<file path="src/rtl/tfs_pkg.sv">
package tfs_pkg;
    typedef enum logic [2:0] {
        ST_IDLE,
        ST_TBL_REQ,
        ST_TBL_WAIT,
        ST_LINE,
        ST_CHUNK,
        ST_FINISH
    } tfs_state_e;

    localparam int unsigned TILE_BYTES = 65536;
    localparam int unsigned ROW_BYTES  = 512;
    localparam int unsigned TILE_ROWS  = 128;
endpackage

</file>
<file path="src/rtl/tfs_depth_decode.sv">
module tfs_depth_decode (
    input  logic [1:0] depth_fld,
    output logic [1:0] bpp_shift,
    output logic [9:0] tile_px
);
    always_comb begin
        bpp_shift = (depth_fld == 2'd3) ? 2'd2 : depth_fld;
        tile_px   = 10'd512 >> bpp_shift;
    end
endmodule

</file>
<file path="src/rtl/tfs_clip.sv">
module tfs_clip #(
    parameter int DIM_W = 16
) (
    input  logic [DIM_W-1:0] xres,
    input  logic [DIM_W-1:0] yres,
    input  logic [DIM_W-1:0] xbase,
    input  logic [DIM_W-1:0] ybase,
    input  logic [9:0]       tile_px,
    output logic [7:0]       lines,
    output logic [9:0]       pix
);
    logic [DIM_W-1:0] rem_x, rem_y;

    always_comb begin
        rem_x = xres - xbase;
        rem_y = yres - ybase;
        lines = (rem_y < DIM_W'(tfs_pkg::TILE_ROWS)) ? rem_y[7:0] : 8'd128;
        pix   = (rem_x < DIM_W'(tile_px)) ? rem_x[9:0] : tile_px;
    end
endmodule

</file>
<file path="src/rtl/tile_fetch_seq.sv">
module tile_fetch_seq #(
    parameter int XY_W        = 12,
    parameter int CHUNK_BYTES = 16384,
    parameter int LEN_W       = 17
) (
    input  logic             clk,
    input  logic             rst_n,
    input  logic             start,
    input  logic [31:0]      frm_ctrl,
    input  logic [31:0]      plane_ctrl,
    input  logic [XY_W-1:0]  xres,
    input  logic [XY_W-1:0]  yres,
    output logic             req_valid,
    input  logic             req_ready,
    output logic [31:0]      req_addr,
    output logic [LEN_W-1:0] req_len,
    output logic [31:0]      req_dst,
    output logic             req_is_table,
    input  logic             ent_valid,
    input  logic [15:0]      ent_data,
    output logic             done
);
    import tfs_pkg::*;

    localparam int DIM_W = XY_W + 4;
    localparam logic [15:0] LAST_OFF = 16'(TILE_BYTES - CHUNK_BYTES);

    tfs_state_e state_q, state_d;

    logic [31:0]      base_q, tile_addr_q, fb_pos_q, total_q;
    logic             linear_q;
    logic [1:0]       sh_q;
    logic [DIM_W-1:0] xres_q, yres_q, xbase_q, ybase_q;
    logic [15:0]      tile_nr_q, lin_off_q;
    logic [7:0]       line_y_q;

    logic [1:0]       sh_new;
    logic [9:0]       tile_px_new, tile_px;
    logic [7:0]       lines;
    logic [9:0]       pix;
    logic             acc, empty, tile_end, lin_last;
    logic [DIM_W-1:0] nx, ny;
    logic [31:0]      row_idx, pix_idx;

    tfs_depth_decode u_dec_new (
        .depth_fld (plane_ctrl[14:13]),
        .bpp_shift (sh_new),
        .tile_px   (tile_px_new)
    );

    assign tile_px = 10'd512 >> sh_q;

    tfs_clip #(.DIM_W(DIM_W)) u_clip (
        .xres    (xres_q),
        .yres    (yres_q),
        .xbase   (xbase_q),
        .ybase   (ybase_q),
        .tile_px (tile_px),
        .lines   (lines),
        .pix     (pix)
    );

    always_comb begin
        acc      = req_valid && req_ready;
        empty    = (frm_ctrl[31:9] == 23'd0) || !frm_ctrl[0] ||
                   (xres == '0) || (yres == '0);
        tile_end = (line_y_q == lines - 8'd1);
        lin_last = ({1'b0, fb_pos_q} + 33'(CHUNK_BYTES)) >= {1'b0, total_q};
        nx       = xbase_q + DIM_W'(tile_px);
        ny       = ybase_q + DIM_W'(TILE_ROWS);
        row_idx  = 32'(ybase_q) + 32'(line_y_q);
        pix_idx  = row_idx * 32'(xres_q) + 32'(xbase_q);
    end

    // state register
    always_ff @(posedge clk) begin
        if (!rst_n) state_q <= ST_IDLE;
        else        state_q <= state_d;
    end

    // next state
    always_comb begin
        state_d = state_q;
        unique case (state_q)
            ST_IDLE:     if (start) state_d = empty ? ST_FINISH : ST_TBL_REQ;
            ST_TBL_REQ:  if (acc) state_d = ST_TBL_WAIT;
            ST_TBL_WAIT: if (ent_valid) state_d = linear_q ? ST_CHUNK : ST_LINE;
            ST_LINE: begin
                if (acc && tile_end) begin
                    if (nx >= xres_q && ny >= yres_q) state_d = ST_FINISH;
                    else                              state_d = ST_TBL_REQ;
                end
            end
            ST_CHUNK: begin
                if (acc) begin
                    if (lin_last)                   state_d = ST_FINISH;
                    else if (lin_off_q == LAST_OFF) state_d = ST_TBL_REQ;
                end
            end
            ST_FINISH:   state_d = ST_IDLE;
            default:     state_d = ST_IDLE;
        endcase
    end

    // walk datapath
    always_ff @(posedge clk) begin
        if (!rst_n) begin
            base_q <= '0; tile_addr_q <= '0; fb_pos_q <= '0; total_q <= '0;
            linear_q <= 1'b0; sh_q <= '0; xres_q <= '0; yres_q <= '0;
            xbase_q <= '0; ybase_q <= '0; tile_nr_q <= '0; lin_off_q <= '0;
            line_y_q <= '0;
        end else begin
            unique case (state_q)
                ST_IDLE: if (start) begin
                    base_q    <= {frm_ctrl[31:9], 9'd0};
                    linear_q  <= frm_ctrl[1];
                    sh_q      <= sh_new;
                    xres_q    <= DIM_W'(xres);
                    yres_q    <= DIM_W'(yres);
                    total_q   <= (32'(xres) * 32'(yres)) << sh_new;
                    xbase_q   <= '0; ybase_q <= '0; tile_nr_q <= '0;
                    lin_off_q <= '0; fb_pos_q <= '0; line_y_q <= '0;
                end
                ST_TBL_WAIT: if (ent_valid) tile_addr_q <= {ent_data, 16'h0000};
                ST_LINE: if (acc) begin
                    if (!tile_end) line_y_q <= line_y_q + 8'd1;
                    else begin
                        line_y_q  <= '0;
                        tile_nr_q <= tile_nr_q + 16'd1;
                        if (nx >= xres_q) begin
                            xbase_q <= '0;
                            ybase_q <= ny;
                        end else begin
                            xbase_q <= nx;
                        end
                    end
                end
                ST_CHUNK: if (acc) begin
                    fb_pos_q <= fb_pos_q + 32'(CHUNK_BYTES);
                    if (lin_off_q == LAST_OFF) begin
                        lin_off_q <= '0;
                        tile_nr_q <= tile_nr_q + 16'd1;
                    end else begin
                        lin_off_q <= lin_off_q + 16'(CHUNK_BYTES);
                    end
                end
                default: ;
            endcase
        end
    end

    // outputs
    always_comb begin
        req_valid    = 1'b0;
        req_addr     = '0;
        req_len      = '0;
        req_dst      = '0;
        req_is_table = 1'b0;
        done         = 1'b0;
        unique case (state_q)
            ST_TBL_REQ: begin
                req_valid    = 1'b1;
                req_is_table = 1'b1;
                req_addr     = base_q + {15'd0, tile_nr_q, 1'b0};
                req_len      = LEN_W'(2);
            end
            ST_LINE: begin
                req_valid = 1'b1;
                req_addr  = tile_addr_q + (32'(line_y_q) << 9);
                req_len   = LEN_W'(pix) << sh_q;
                req_dst   = pix_idx << sh_q;
            end
            ST_CHUNK: begin
                req_valid = 1'b1;
                req_addr  = tile_addr_q + 32'(lin_off_q);
                req_len   = lin_last ? LEN_W'(total_q - fb_pos_q) : LEN_W'(CHUNK_BYTES);
                req_dst   = fb_pos_q;
            end
            ST_FINISH: done = 1'b1;
            default: ;
        endcase
    end

    a_r8_hold: assert property (@(posedge clk) disable iff (!rst_n)
        (req_valid && !req_ready) |=> (req_valid && $stable(req_addr) &&
            $stable(req_len) && $stable(req_dst) && $stable(req_is_table)));

    a_r1_table_len: assert property (@(posedge clk) disable iff (!rst_n)
        (req_valid && req_is_table) |-> (req_len == LEN_W'(2)));

    a_r7_len_bound: assert property (@(posedge clk) disable iff (!rst_n)
        (req_valid && !req_is_table) |-> (req_len != '0 && req_len <= LEN_W'(CHUNK_BYTES)));

    a_r4_line_stride: assert property (@(posedge clk) disable iff (!rst_n)
        (state_q == ST_LINE && acc && !tile_end) |=>
            (req_valid && req_addr == $past(req_addr) + 32'd512));

    a_r9_done_pulse: assert property (@(posedge clk) disable iff (!rst_n)
        done |=> !done);

    a_r9_done_quiet: assert property (@(posedge clk) disable iff (!rst_n)
        done |-> !req_valid);
endmodule

</file>
<file path="config.mk">
export PLATFORM = sky130hd
export DESIGN_NAME = tile_fetch_seq
export DESIGN_NICKNAME = d
export VERILOG_FILES = /design/src/rtl/tfs_pkg.sv /design/src/rtl/tfs_depth_decode.sv /design/src/rtl/tfs_clip.sv /design/src/rtl/tile_fetch_seq.sv
export SDC_FILE = /design/constraint.sdc
export NUM_CORES = 1
export LEC_CHECK = 0
export BUFFER_PORTS_ARGS = -buffer_cell sky130_fd_sc_hd__buf_4
export CAP_MARGIN = 20
export CORE_AREA = 2 2 237 239
export DETAILED_ROUTE_END_ITERATION = 16
export DIE_AREA = 0 0 239 241
export SYNTH_ARGS = -nofsm -noshare
export SYNTH_HDL_FRONTEND = slang
export SYNTH_SLANG_ARGS = --single-unit
</file>
<file path="constraint.sdc">
create_clock -name clk -period 9.8 [get_ports clk]
set_clock_uncertainty 0.1 [all_clocks]
set_input_delay 0.98 -clock clk [delete_from_list [all_inputs] [get_ports clk]]
set_output_delay 0.98 -clock clk [all_outputs]
set_load 0.02 [all_outputs]
</file>
==> impl_metrics.yaml, run 1 <==
placed_design:
  post_dp_cell_area_mm2: 0.0261
  port_buffers: 154
  dp_hpwl_um: 60900
  place.gp.congestion: 0.918
global_route:
  grt.met3_usage: 0.0408
  top_usage_layer: "met2"
  grt_pass1_wl_um: 125000
  grt_util_met1: 0.364
  grt_max_degree: 86
  grt_pass1_vias: 22800
  antenna_found_initial: 0
  grt_use_total: 0.274
  grt-ovfl-total: 0
  grt_use_met2: 0.465
cells_and_area:
  final_cell_mix: "506 x nand2_1, 421 x inv_1, 264 x fa_1, 211 x ha_1, 203 x nor2_1"
  nets: 3800
  drive_gt1_frac: 0.0867
  finalInstanceArea_mm2: 0.0267
  synthToLayoutAreaGrowth_pct: 9.33
  layout_commonest_cell: "nand2_1"
  fillers: 5470
  multi_input_area_mm2: 0.0190
  seq_area_mm2: 0.00318
logic_synthesis:
  synth-edff-count: 0
  synth_area_mm2: 0.0245
  ys_ff_latch: 159
  synth_area_leader_cell: "fa_1"
  synthArstFlopShare: 0
  synth_area_leaders: "fa_1 22%, dfxtp_1 13%, ha_1 11%"
  netlist.area_leader.share: 0.216
  yosysSeqAreaShare: 0.130
  syn_area_per_cell_um2: 7.69
  syn_inst: 3179
  yosys_warnings: 0
  synth.distinct_cells: 96
  ys.flop_type: "dfxtp_1"
floorplan:
  die_w_um: 239
  die_area_mm2: 0.0576
  start_util: 0.446
  io-pin-count: 193
  core_mm2: 0.0549
  fp.dieH_um: 241
  num_rows: 86
power_and_ir_drop:
  p_per_area_mw_per_mm2: 173
  power_leakage_nw: 12.3
  power_w: 0.00462
  irDropWorstVdd_mv: 0.171
clock_network:
  hold_buffers: 0
  cts.path.max_buffers: 2
  cts_sinks: 159
  cts_tree: "yes"
  cts_setup_buffers: 0
  clock-root-buffer: "clkbuf_16"
  clock_latency_ps: 460
  cts_buffers: 17
  path_clk_slew_ps: 70
  htree_levels: 4
sta:
  finalCritPeriodShare: 0.937
  hold_ws_ps: 365
  slew_violations: 0
  finalSetupViolations: 0
  rsz0062_at_grt: "false"
  tightest_slew_ps: 975
  slew-limit-headroom: 0.350
  hold_violations: 0
  tns_ps: 0
  period_minus_slack_ps: 9190
  fmax_ghz: 0.109
setup_path:
  worstSetupEndpointType: "output pin"
  worst_ep_arrival_time_ps: 8110
  cpMostUsedCell: "fa_1"
  worstPathMaxFanout: 12
  crit_path_max_incr_delay_ps: 560
  critPathBufInv: 6
  cp_top_family: "adder cells"
  cp.depth: 26
  start_kind: "register"
  crit_type: "reg -> out"
  rr_worst_depth: 20
  slowest_stage: "fa_1"
  critPathRequiredTime_ps: 8720
worst_hold_path:
  hold_depth: 2
  min_path_type: "reg -> reg"
routing:
  vias: 22600
  wirelength_um: 77400
  remaining_drc_errors: 0
  final_antenna_net_count: 0
  wl_per_cell_um: 19.7
  drtIter0Drc: 1694
  first_pass_iters: 6
  vias_per_cell: 5.73
run:
  drv_cap: 0
run_status:
  status: "complete, no violations"
==> metal layers <==
metal	part of all wire	up-vias	wire (um)
li1	-	10600	-
met4	0.021	0	1610
met5	0	-	0
met3	0.068	87	5270
met2	0.48	753	37100
met1	0.43	11100	33400
==> worst paths after layout <==
kind | startpoint | to | slack, ps
setup / recovery | ybase_q[7] | req_dst[28] | 610
hold / removal | total_q[25] | total_q[25] | 360
setup reg to reg | ybase_q[10] | xbase_q[6] | 4090
hold reg to reg | total_q[25] | total_q[25] | 360
==> synth_stat cells (all sizes together) (7+ instances only) <==
library cell  count
and2            144
nor2b            13
nand4            33
nand2           507
o2111ai          10
or3              10
a22o              9
a22oi            22
fa              264
ha              211
a21oi           188
or2              11
nand2b           21
inv             422
clkbuf          153
o211ai           30
buf              30
xor2             35
mux2i            41
nor4             23
o22ai            20
xnor2            85
mux2              7
a32oi             7
a21o             37
o221ai           16
o21a             19
o21bai            8
o31ai            12
nand3            83
a31oi            19
nor2            204
a211oi           40
and3             31
nor3             54
o21ai           110
dfxtp           159
==> cell families after synthesis <==
kind of cell,synth area share
and+or+nand+nor,0.221
buffers and inverters,0.0949
AOI/OAI and AO/OA,0.165
adders and majority gates,0.324
DFF,0.130
xor gates and xnor gates,0.0430
muxes,0.0211
other,0.000307
==> power by group <==
group,switching [W],internal (W)
combinational,0.00187,0.00115
clock,0.000330,0.000390
sequential,0.000140,0.000734
total,0.00234,0.00228
==> through the flow <==
step	util	cells	setup slack, ps
after floorplan	-	3186	1850
after global placement	0.476	3900	1090
after detailed placement	0.476	3901	1010
after CTS	0.487	3933	474
after global routing	0.487	3933	163
final	0.487	3935	614
==> timing repair <==
item	in CTS	in global routing
endpoints found under the setup margin	0	2
hold endpoints to repair	0	0
resized for setup	0	1
==> area by class of cell <==
cell class                      instances  share of cell area
Timing Repair Buffer                  194              0.0545
Multi-Input combinational cell       2420               0.711
Antenna cell                            2            0.000187
Sequential cell                       159               0.119
Inverter                              424              0.0596
Clock buffer                           17              0.0159
Clock inverter                         15             0.00730
Tap cell                              704              0.0329
==> state kept, by name, indices dropped and copies added, names as in the netlist <==
register / cells
sh_q: 2
xbase_q: 10
xres_q: 12
state_q: 3
line_y_q: 8
base_q: 23
ybase_q: 9
linear_q: 1
tile_nr_q: 16
tile_addr_q: 16
total_q: 27
yres_q: 12
lin_off_q: 2
fb_pos_q: 18
==> worst reg2reg max path, cell delays in order, from the launching register on <==
cell	delay, ps
dfxtp_1	530
inv_1	210
ha_1	460
nand2_1	110
nor3_1	260
a21oi_1	120
a211oi_1	490
or2_2	240
nand3_1	80
ha_1	380
xor2_1	240
a21oi_1	210
o211ai_1	100
nor3_1	310
nand3_1	140
mux2i_2	160
buf_4	270
o211ai_4	340
a31oi_1	500
buf_4	260
o22ai_1	90
Power figures use the tool's default switching activity.
==> run 2: changes to the inputs <==
--- a/config.mk
+++ b/config.mk
@@ -7,9 +7,10 @@
 export LEC_CHECK = 0
 export BUFFER_PORTS_ARGS = -buffer_cell sky130_fd_sc_hd__buf_4
 export CAP_MARGIN = 20
-export CORE_AREA = 2 2 237 239
+export CORE_AREA = 2 2 225 227
 export DETAILED_ROUTE_END_ITERATION = 16
-export DIE_AREA = 0 0 239 241
+export DIE_AREA = 0 0 227 229
+export PLACE_DENSITY = 0.68
 export SYNTH_ARGS = -nofsm -noshare
 export SYNTH_HDL_FRONTEND = slang
 export SYNTH_SLANG_ARGS = --single-unit
==> impl_metrics.yaml, run 2 (same netlist as run 1, synthesis figures left out) <==
global_route:
  grt_max_degree: 77
  antenna_found_initial: 0
  grt-ovfl-total: 0
  grt_use_total: 0.297
  grt_pass1_vias: 22900
  grt_pass1_wl_um: 122000
cells_and_area:
  layout_commonest_cell: "nand2_1"
  final_cell_mix: "506 x nand2_1, 421 x inv_1, 264 x fa_1, 211 x ha_1, 203 x nor2_1"
  drive_gt1_frac: 0.0856
  biggestRegsByFlops: "total_q (27), base_q (23), fb_pos_q (18)"
  nets: 3797
  stdcell_count: 3899
  synthToLayoutAreaGrowth_pct: 9.01
  largest_register_ffs: 27
  fillers: 4859
  top_register: "total_q"
clock_network:
  htree_levels: 4
  ctsResizeCount: 0
  path_clk_slew_ps: 70
  clock-root-buffer: "clkbuf_16"
  cts_sinks: 159
  hold_buffers: 0
  cts_tree: "yes"
  clock_latency_ps: 450
  cts_setup_buffers: 0
  cts.path.max_buffers: 2
  cts_buffers: 17
power_and_ir_drop:
  p_per_area_mw_per_mm2: 174
  irDropWorstVdd_mv: 0.207
  power_leakage_nw: 12.3
floorplan:
  io-pin-count: 193
  core_mm2: 0.0497
  die_area_mm2: 0.0520
  die_w_um: 227
  num_rows: 82
  start_util: 0.492
  fp.dieH_um: 229
setup_path:
  cpMostUsedCell: "fa_1"
  worstPathMaxFanout: 12
  critPathBufInv: 6
  worst_ep_arrival_time_ps: 8240
  cp.depth: 26
  start_kind: "register"
  crit_type: "reg -> out"
  worstSetupEndpointType: "output pin"
  crit_path_max_incr_delay_ps: 580
  cp_top_family: "adder cells"
  rr_worst_depth: 20
  slowest_stage: "o31ai_1"
  critPathRequiredTime_ps: 8720
placed_design:
  post-place-ws_ps: 1050
  dp_cells: 3866
  dp_hpwl_um: 59600
  port_buffers: 154
  place.gp.congestion: 0.925
sta:
  period_minus_slack_ps: 9320
  slew_violations: 0
  tightest_slew_ps: 1100
  rsz0062_at_grt: "false"
  finalCritPeriodShare: 0.951
  setup_ws_ps: 482
  tns_ps: 0
  fmax_ghz: 0.107
  hold_violations: 0
  slew-limit-headroom: 0.266
  finalSetupViolations: 0
routing:
  first_pass_iters: 7
  wl_per_cell_um: 19.5
  vias: 22800
  drtIter0Drc: 1757
  remaining_drc_errors: 0
  final_antenna_net_count: 0
  wirelength_um: 76000
  vias_per_cell: 5.86
run_status:
  status: "complete, no violations"
worst_hold_path:
  min_path_type: "reg -> reg"
  hold_depth: 2
run:
  drv_cap: 0
[run 2: worst register-to-register path, cell delays in order (launching register included)]
cell and delay, ps:
dfxtp_1 560, inv_1 210, ha_1 450, nand2_1 110, nor3_1 270, a21oi_1 120, a211oi_1 490, or2_2 240
nand3_1 80, ha_1 390, xor2_1 250, a21oi_1 220, o211ai_1 110, nor3_1 320, nand3_1 140, mux2i_2 170
buf_4 280, o211ai_4 350, a31oi_1 460, buf_4 250, o22ai_1 90
[run 2: path summary, 6_finish.rpt]
path | from | to | slack (ps)
hold / removal | xres_q[5] | xres_q[5] | 360
setup / recovery | ybase_q[7] | req_dst[28] | 480
hold reg to reg | xres_q[5] | xres_q[5] | 360
setup reg to reg | ybase_q[10] | xbase_q[6] | 4030
[run 2: area by class of cell]
type                            count  area, um2  share of cell area
Tap cell                          672        841              0.0315
Clock buffer                       17        425              0.0160
Antenna cell                        1       2.50           0.0000939
Clock inverter                     15        189             0.00709
Inverter                          424       1590              0.0598
Sequential cell                   159       3180               0.119
Multi-Input combinational cell   2420      19000               0.712
Timing Repair Buffer              191       1430              0.0538
[run 2: routing by layer]
| metal | wire length [um] | up-vias | global-route usage | part of all wire |
|---|---|---|---|---|
| met5 | 0 | - | 0 | 0 |
| met4 | 2450 | 0 | 0.103 | 0.032 |
| met3 | 5330 | 145 | 0.0339 | 0.070 |
| met2 | 35900 | 924 | 0.492 | 0.47 |
| met1 | 32300 | 11200 | 0.402 | 0.43 |
| li1 | - | 10600 | - | - |
[run 2: through the flow]
step                      hold slack (ps)  power [W]  utilization  instance area [um2]
final                                 357    0.00464        0.537                26700
after global routing                  378    0.00502        0.537                26700
after CTS                             357    0.00462        0.537                26700
after detailed placement              348    0.00389        0.524                26000
after global placement                345    0.00381        0.524                26000
after floorplan                       330    0.00309            -                24500
[run 2: where the power goes]
| part | switching [W] | leakage (nW) | total [W] | internal, W |
|---|---|---|---|---|
| clock network | 0.000339 | 0.297 | 0.000707 | 0.000368 |
| logic | 0.00189 | 10.7 | 0.00305 | 0.00116 |
| registers | 0.000152 | 1.29 | 0.000886 | 0.000734 |
